===== src/rtl/uart_regbank.sv =====
module uart_regbank #(
  parameter logic [31:0] CLK_MUL_RST = 32'h0003_2A10,
  parameter bit          DTR_RST     = 1'b1,
  parameter bit          RTS_RST     = 1'b1
) (
  input  logic        clk_i,
  input  logic        rst_i,
  input  logic        cyc_i,
  input  logic        stb_i,
  input  logic        we_i,
  input  logic [3:0]  adr_i,
  input  logic [7:0]  dat_i,
  output logic [7:0]  dat_o,
  output logic        ack_o,
  output logic        irq_o,
  input  logic [7:0]  rx_data_i,
  input  logic        rx_ready_i,
  input  logic        rx_overrun_i,
  input  logic        rx_frame_err_i,
  output logic        rx_pop_o,
  input  logic        tx_room_i,
  input  logic        tx_idle_i,
  output logic        tx_load_o,
  output logic [7:0]  tx_data_o,
  output logic        tx_allow_o,
  output logic [31:0] clk_mul_o,
  input  logic        cts_ni,
  input  logic        dsr_ni,
  input  logic        dcd_ni,
  input  logic        ri_ni,
  output logic        dtr_no,
  output logic        rts_no
);

  logic       acc, wr, rd;
  logic [3:0] pin_a, pin_b;
  logic       cts_s, dsr_s, dcd_s, ri_s, dcd_prev, dcd_chg;
  logic [7:0] ier, mcr, ctl, ffr, fcr, spr;
  logic [7:0] lsr, msr, isr, rd_mux;
  logic       src_mdm, src_rx, src_tx;
  logic [2:0] code;

  assign acc = cyc_i && stb_i && !ack_o;
  assign wr  = acc && we_i;
  assign rd  = acc && !we_i;

  always_ff @(posedge clk_i) begin
    if (rst_i) begin
      pin_a <= '0;
      pin_b <= '0;
    end else begin
      pin_a <= ~{dcd_ni, ri_ni, dsr_ni, cts_ni};
      pin_b <= pin_a;
    end
  end
  assign {dcd_s, ri_s, dsr_s, cts_s} = pin_b;

  always_ff @(posedge clk_i) begin
    if (rst_i) begin
      dcd_prev <= 1'b0;
      dcd_chg  <= 1'b0;
    end else begin
      dcd_prev <= dcd_s;
      if (dcd_s != dcd_prev)
        dcd_chg <= 1'b1;
      else if (wr && adr_i == 4'd2)
        dcd_chg <= 1'b0;
    end
  end

  always_ff @(posedge clk_i) begin
    if (rst_i) begin
      ier       <= '0;
      mcr       <= {6'b0, RTS_RST, DTR_RST};
      ctl       <= '0;
      ffr       <= '0;
      fcr       <= '0;
      spr       <= '0;
      clk_mul_o <= CLK_MUL_RST;
    end else if (wr) begin
      case (adr_i)
        4'd4:  ier <= dat_i;
        4'd5:  ffr <= dat_i;
        4'd6:  mcr <= dat_i;
        4'd7:  ctl <= dat_i;
        4'd8:  clk_mul_o[7:0]   <= dat_i;
        4'd9:  clk_mul_o[15:8]  <= dat_i;
        4'd10: clk_mul_o[23:16] <= dat_i;
        4'd11: clk_mul_o[31:24] <= dat_i;
        4'd12: fcr <= dat_i;
        4'd15: spr <= dat_i;
        default: ;
      endcase
    end
  end

  assign src_mdm = ier[3] && dcd_chg;
  assign src_rx  = ier[0] && rx_ready_i;
  assign src_tx  = ier[1] && tx_idle_i;
  assign code    = src_mdm ? 3'b001 : src_rx ? 3'b010 : src_tx ? 3'b011 : 3'b000;
  assign irq_o   = src_mdm || src_rx || src_tx;

  assign lsr = {1'b0, tx_idle_i, tx_room_i, 1'b0, rx_frame_err_i, 1'b0, rx_overrun_i, rx_ready_i};
  assign msr = {dcd_s, ri_s, dsr_s, cts_s, dcd_chg, 3'b000};
  assign isr = {irq_o, 2'b00, code, 2'b00};

  always_comb begin
    case (adr_i)
      4'd0:  rd_mux = rx_data_i;
      4'd1:  rd_mux = lsr;
      4'd2:  rd_mux = msr;
      4'd3:  rd_mux = isr;
      4'd4:  rd_mux = ier;
      4'd5:  rd_mux = ffr;
      4'd6:  rd_mux = mcr;
      4'd7:  rd_mux = ctl;
      4'd8:  rd_mux = clk_mul_o[7:0];
      4'd9:  rd_mux = clk_mul_o[15:8];
      4'd10: rd_mux = clk_mul_o[23:16];
      4'd11: rd_mux = clk_mul_o[31:24];
      4'd12: rd_mux = fcr;
      4'd15: rd_mux = spr;
      default: rd_mux = 8'h00;
    endcase
  end

  always_ff @(posedge clk_i) begin
    if (rst_i) begin
      ack_o     <= 1'b0;
      dat_o     <= '0;
      rx_pop_o  <= 1'b0;
      tx_load_o <= 1'b0;
      tx_data_o <= '0;
    end else begin
      ack_o     <= acc;
      rx_pop_o  <= rd && adr_i == 4'd0;
      tx_load_o <= wr && adr_i == 4'd0;
      if (rd) dat_o <= rd_mux;
      if (wr && adr_i == 4'd0) tx_data_o <= dat_i;
    end
  end

  assign dtr_no     = ~mcr[0];
  assign rts_no     = ~mcr[1];
  assign tx_allow_o = !ctl[0] || cts_s;

  a_r1_ack_follows_req: assert property (@(posedge clk_i) disable iff (rst_i)
    $rose(ack_o) |-> $past(cyc_i && stb_i));
  a_r2_pop_on_read0: assert property (@(posedge clk_i) disable iff (rst_i)
    rx_pop_o |-> ack_o && !$past(we_i) && $past(adr_i) == 4'd0);
  a_r2_load_with_ack: assert property (@(posedge clk_i) disable iff (rst_i)
    tx_load_o |-> ack_o && $past(we_i));
  a_r5_clear_without_edge: assert property (@(posedge clk_i) disable iff (rst_i)
    $past(wr && adr_i == 4'd2 && dcd_s == dcd_prev) |-> !dcd_chg);
  a_r5_edge_sets: assert property (@(posedge clk_i) disable iff (rst_i)
    $past(dcd_s != dcd_prev) |-> dcd_chg);
  a_r7_quiet_when_disabled: assert property (@(posedge clk_i) disable iff (rst_i)
    (ier[3] == 1'b0 && ier[1:0] == 2'b00) |-> !irq_o);
  a_r9_flow_gate: assert property (@(posedge clk_i) disable iff (rst_i)
    (ctl[0] && !cts_s) |-> !tx_allow_o);
  a_r12_no_stray_strobe: assert property (@(posedge clk_i) disable iff (rst_i)
    (rx_pop_o || tx_load_o) |-> $past(adr_i) == 4'd0);

endmodule


===== config.mk =====
export PLATFORM = sky130hd
export DESIGN_NAME = uart_regbank
export DESIGN_NICKNAME = d
export VERILOG_FILES = /design/src/rtl/uart_regbank.sv
export SDC_FILE = /design/constraint.sdc
export NUM_CORES = 1
export LEC_CHECK = 0
export BUFFER_PORTS_ARGS = -buffer_cell sky130_fd_sc_hd__buf_2
export CORE_MARGIN = 2
export CORE_UTILIZATION = 56
export DETAILED_ROUTE_END_ITERATION = 12
export GPL_ROUTABILITY_DRIVEN = 0
export PLACE_DENSITY = 0.88
export SETUP_SLACK_MARGIN = 0.1
export SLEW_MARGIN = 20
export SYNTH_ARGS = -nofsm -noshare
export SYNTH_HDL_FRONTEND = slang
export SYNTH_SLANG_ARGS = --single-unit

===== constraint.sdc =====
create_clock -name clk_i -period 2.35 [get_ports clk_i]
set_input_delay 0.235 -clock clk_i [delete_from_list [all_inputs] [get_ports clk_i]]
set_output_delay 0.235 -clock clk_i [all_outputs]
set_load 0.02 [all_outputs]

* Word-level counts from Yosys, hierarchy flattened
Index checks and enable logic that the tools add are counted.
** Operators by class
- Reductions and logical operators :: 28
- Bitwise logic cells :: 3
- Shift-type cells :: 0
- Div/mod/pow operators :: 0
- $mul :: 0
- Mux-type cells :: 6
- Magnitude comparators :: 0
- Eq/ne operators :: 14
- Add/subtract/negate cells :: 0
** Operator list (count)
- 8-bit case mux with 14 select lines :: 1
- 4-bit equality test, second input constant :: 6
- 2-bit AND reduction :: 10
- 4-bit by 3-bit equality test with 1-bit output, second input constant :: 4
- 1-bit logical AND :: 10
- 4-bit by 2-bit equality test with 1-bit output, second input constant :: 2
- 2-bit two-way mux :: 3
- 4-bit by 1-bit equality test with 1-bit output, second input constant :: 1
- 4-bit zero test :: 1
- 4-bit inverter :: 1
- 1-bit zero test :: 3
- 1-bit logical OR :: 3
- 1-bit two-way mux :: 2
- 1-bit inverter :: 2
- 2-bit nonzero test :: 1
- 1-bit != test :: 1
** Storage, ports and cells
- Bits in registers :: 109
- RAM bits :: 0
- Latch bits :: 0
- Output and inout bits :: 55
- Memories :: 0
- Input bits :: 34
- Memory bits (read-only) :: 0

* Logic depth before layout (Yosys ltp)
- Depth in word-level cells :: 6
- Depth in mapped cells :: 7
- Depth with buffers taken out :: 4

* Least setup slack after synthesis
Ideal clock, no wire load.
- Kind :: reg-to-reg
- Start :: reg ack_o
- End :: reg fcr[0]
- Data arrival time :: 1605 ps
- Slack :: 618 ps
- Required time :: 2222 ps
- Clock period less this slack :: 1732 ps
- Stages on the path, launching flop included :: 6
- Cells stage by stage :: dfxtp_1 nand4b_4 buf_6 nor4_4 mux2i_1 nor2_1
** Between the ends
- Word-level cells in the longest chain between the ends :: 4
** Ends and longest elaborated chain
- from (decl) :: RTL line 14 : output logic ack_o,
- from (signal assigned) :: RTL line 129 : ack_o <= 1'b0;
- from (signal assigned) :: RTL line 135 : ack_o <= acc;
- 1-bit zero test :: RTL line 43 : assign acc = cyc_i && stb_i && !ack_o;
- 1-bit logical AND :: RTL line 43
- 1-bit logical AND :: RTL line 44 : assign wr = acc && we_i;
- 2-bit AND reduction (no line)
- to (signal assigned) :: RTL line 90 : 4'd12: fcr <= dat_i;
- to (decl) :: RTL line 38 : logic [7:0] ier, mcr, ctl, ffr, fcr, spr;
Every way passes these cells.
A chain may end at the register's enable or synchronous reset.

* Worst setup path after layout
- Start :: reg ack_o
- End :: reg mcr[5]
** Between the ends
- Word-level cells in the longest chain between the ends :: 4
** Ends and longest elaborated chain
- 1-bit zero test :: RTL line 43
- 1-bit logical AND :: RTL line 43
- 1-bit logical AND :: RTL line 44
- 2-bit AND reduction (no line)
- to (signal assigned) :: RTL line 74 : mcr <= {6'b0, RTS_RST, DTR_RST};
- to (signal assigned) :: RTL line 84 : 4'd6: mcr <= dat_i;
- to (decl) :: RTL line 38
Every way passes these cells.

==> flow_summary_export.csv <==
group,metric,value,unit
global_routing,grt.total_usage,30.2,%
global_routing,grt_pass1_vias,4502,
floorplanning,initial_core_util,57.6,%
logic_synthesis,syn_area_per_cell,9.76,µm²
routing,finalWirelength,15.2,mm
pwr,switching_share,26.1,%
cells_and_area,n_fill_cell,731,
routing,drc,0,
logic_synthesis,synth.distinct_cells,63,
sta,drv_slew,0,
logic_synthesis,seq_area_frac_synth,41.2,%
sta,hold_ws,114,ps
logic_synthesis,synth-seq-cells,109,
floorplanning,rows,35,
sta,tightest_slew,783,ps
logic_synthesis,syn_inst,542,
global_routing,antenna_found_initial,0,
sta,skew,16.2,ps
floorplanning,core,9200,µm²
pwr,p_comb_share,9.2,%
placed_design,place.port_buffers,88,
pwr,p_int,2.58,mW
clock_network,cts_tree,"yes",
cells_and_area,layout_commonest_cell,"dfxtp_1",
logic_synthesis,syn-num-nets,576,
logic_synthesis,synthFlopType,"dfxtp_1",
setup_path,crit_fanout,12,
sta,timing.setup.tns,0,ps
pwr,switchingPower,0.911,mW
logic_synthesis,synth_area_leaders,"dfxtp_1 (41%), mux2i_1 (16%), nor2_1 (6.7%)",
placed_design,place_area,5710,µm²
floorplanning,design.portCount,89,
routing,wl_per_cell,20.7,µm
setup_path,crit_required,2580,ps
setup_path,path_buf_inv,0,
pwr,power_frac_clock,37.2,%
cells_and_area,final_nets,652,
floorplanning,die_x,101,µm
setup_path,critPathMaxStageDelay,710,ps
cells_and_area,area_delta_synth_final,13.0,%
setup_path,path_class,"flip-flop to flip-flop",
logic_synthesis,synth_top_area_share,41.2,%
global_routing,grt_pass1_wl,23.7,mm
logic_synthesis,synth_warnings,0,
floorplanning,die_area,10200,µm²
sta,rsz0062_at_grt,"no",
clock_network,cts.sinks,109,
cells_and_area,antennaDiodeCount,0,
sta,post-route-min-period,2000,ps
floorplanning,die_y,101,µm
pwr,ir_drop,0.000264,V
routing,first_pass_iters,5,
setup_path,path_cells,"nand4b_4 > nor3_4 > mux2i_1 > nor2_1",
job,drv_cap,0,
clock_network,clk_pin_slew,120,ps
logic_synthesis,yosys.area.top_type,"dfxtp_1",
setup_path,arrival,2240,ps
routing,num_vias,4704,
pwr,power.density,584,nW/µm²
logic_synthesis,ys_async_sr_fraction,0,%
sta,fin_crit_sh,85.3,%
clock_network,clk_latency,380,ps
setup_path,cpMaxStageDelayCell,"nor3_4",
clock_network,cts.path.max_buffers,2,
pwr,seqPwrFrac,53.7,%
pwr,p_total,3.50,mW
run_status,status,"finished clean",
sta,maxSlewHeadroom,47.5,%
pwr,leakagePower,2.30,nW
logic_synthesis,synth_edf_count,0,
cells_and_area,multi_input_area,2750,µm²
logic_synthesis,netlist_area,5290,µm²
clock_network,cts_max_level,3,
setup_path,path_delay_family,"simple AND/OR/NAND/NOR gates",
global_routing,grt_max_degree,76,
cells_and_area,final_cell_mix,"dfxtp_1 (109), nor2_1 (94), buf_2 (88), mux2i_1 (85), buf_4 (20)",
routing,routed_via_density,6.41,
global_routing,grt_overflow,0,
sta,hold_viol_final,0,
placed_design,hpwl,10.7,mm
routing,ant_nets,0,
hold_path,hp-class,"input port to flip-flop",
cells_and_area,stdcell_area,5980,µm²
cells_and_area,seqCellArea,2180,µm²
clock_network,cts-root-buf,"clkbuf_8",
setup_path,cp-end-kind,"flip-flop",
clock_network,cts_made_buffers,9,
cells_and_area,layout-drive-gt1-share,23.6,%
routing,drt_iter0_drc,482,
clock_network,cts_resized,0,
sta,fmax,499,MHz
sta,setup_viol,0,
setup_path,startpoint_type,"flip-flop",
-- logic make-up (layout without fill, tap and decap cells) --
family	count (synthesis)	in the layout	share of synthesized area, %
compound gates	83	83	11.7
mux	91	91	17.6
flops	109	109	41.2
xor+xnor	2	2	0.331
simple gates	201	201	22.3
buf+inv	56	137	6.81
-- path summary, 6_finish.rpt --
kind / depth (start not counted) / to / from / slack [ps]
max: 4 / mcr[5] / ack_o / 350
min: 3 / ack_o / stb_i / 110
max reg2reg: 4 / mcr[5] / ack_o / 350
min reg2reg: 1 / pin_b[0] / pin_a[0] / 450
-- area by class of cell --
class	count	area share (%)
clock buffer	9	2.07
clock inverter	7	1.76
inverter	8	0.502
multi-input combinational	377	46.0
sequential	109	36.5
tap	111	2.32
timing repair buffer	113	10.9
-- synth_stat cells, drive strengths merged, types with 2 or more instances --
library cell,instances
a32oi,4
a32o,5
clkbuf,30
nor3,9
nand3b,14
nand2b,6
nor4b,3
and3b,2
o22ai,2
nand4,4
dfxtp,109
o21ai,5
a21oi,15
mux2i,85
o211a,2
inv,8
a22oi,6
nand4bb,2
nand4b,6
a211o,8
nand2,13
o211ai,3
a221oi,3
nor3b,3
nor4,8
a211oi,3
nor2,94
nand3,8
or4bb,2
a2bb2oi,2
o2bb2ai,3
buf,18
a21boi,3
mux2,5
and2,5
nor2b,16
a22o,5
a31oi,7
-- power by group through the flow --
stage	logic (mW)	clock network [mW]	registers, mW
2_1_floorplan	0.219	0	1.92
5_1_grt	0.339	1.38	1.88
3_3_place_gp	0.295	0	1.92
4_1_cts	0.310	1.30	1.87
6_report	0.320	1.30	1.88
3_5_place_dp	0.304	0	1.92
-- flip-flops by register name, indices dropped and copies added (netlist names) --
register and count:
ack_o 1, clk_mul_o 32, ctl 8, dat_o 8, dcd_chg 1, dcd_prev 1
fcr 8, ffr 8, ier 8, mcr 8, pin_a 4, pin_b 4
rx_pop_o 1, spr 8, tx_data_o 8, tx_load_o 1
-- metrics by stage --
step | utilization [%] | setup WS, ps | cells
after global routing | 65.0 | 251 | 734
after detailed placement | 62.1 | 361 | 714
after CTS | 64.9 | 370 | 733
after floorplan | - | 618 | 542
final | 65.0 | 345 | 734
after global placement | 62.1 | 453 | 714
-- metal layers --
layer	global-route usage [%]	routed length, µm	vias to the layer above
met5	0	0	-
met4	13.3	597	0
met3	5.94	1390	56
met2	49.4	7130	305
met1	39.0	6070	2251
li1	-	-	2092
-- timing repair --
| item | in CTS | in global routing |
|---|---|---|
| setup buffers | 0 | 0 |
| hold buffers | 3 | 1 |
| hold endpoints to repair | 3 | 1 |
-- worst reg2reg max path, delay by kind of cell (launching register included) --
kind	cells	cell delay, ps
DFF	1	360
muxes	1	300
and+or+nand+nor	3	1200
Note: power is estimated with default switching activity, not from simulation.
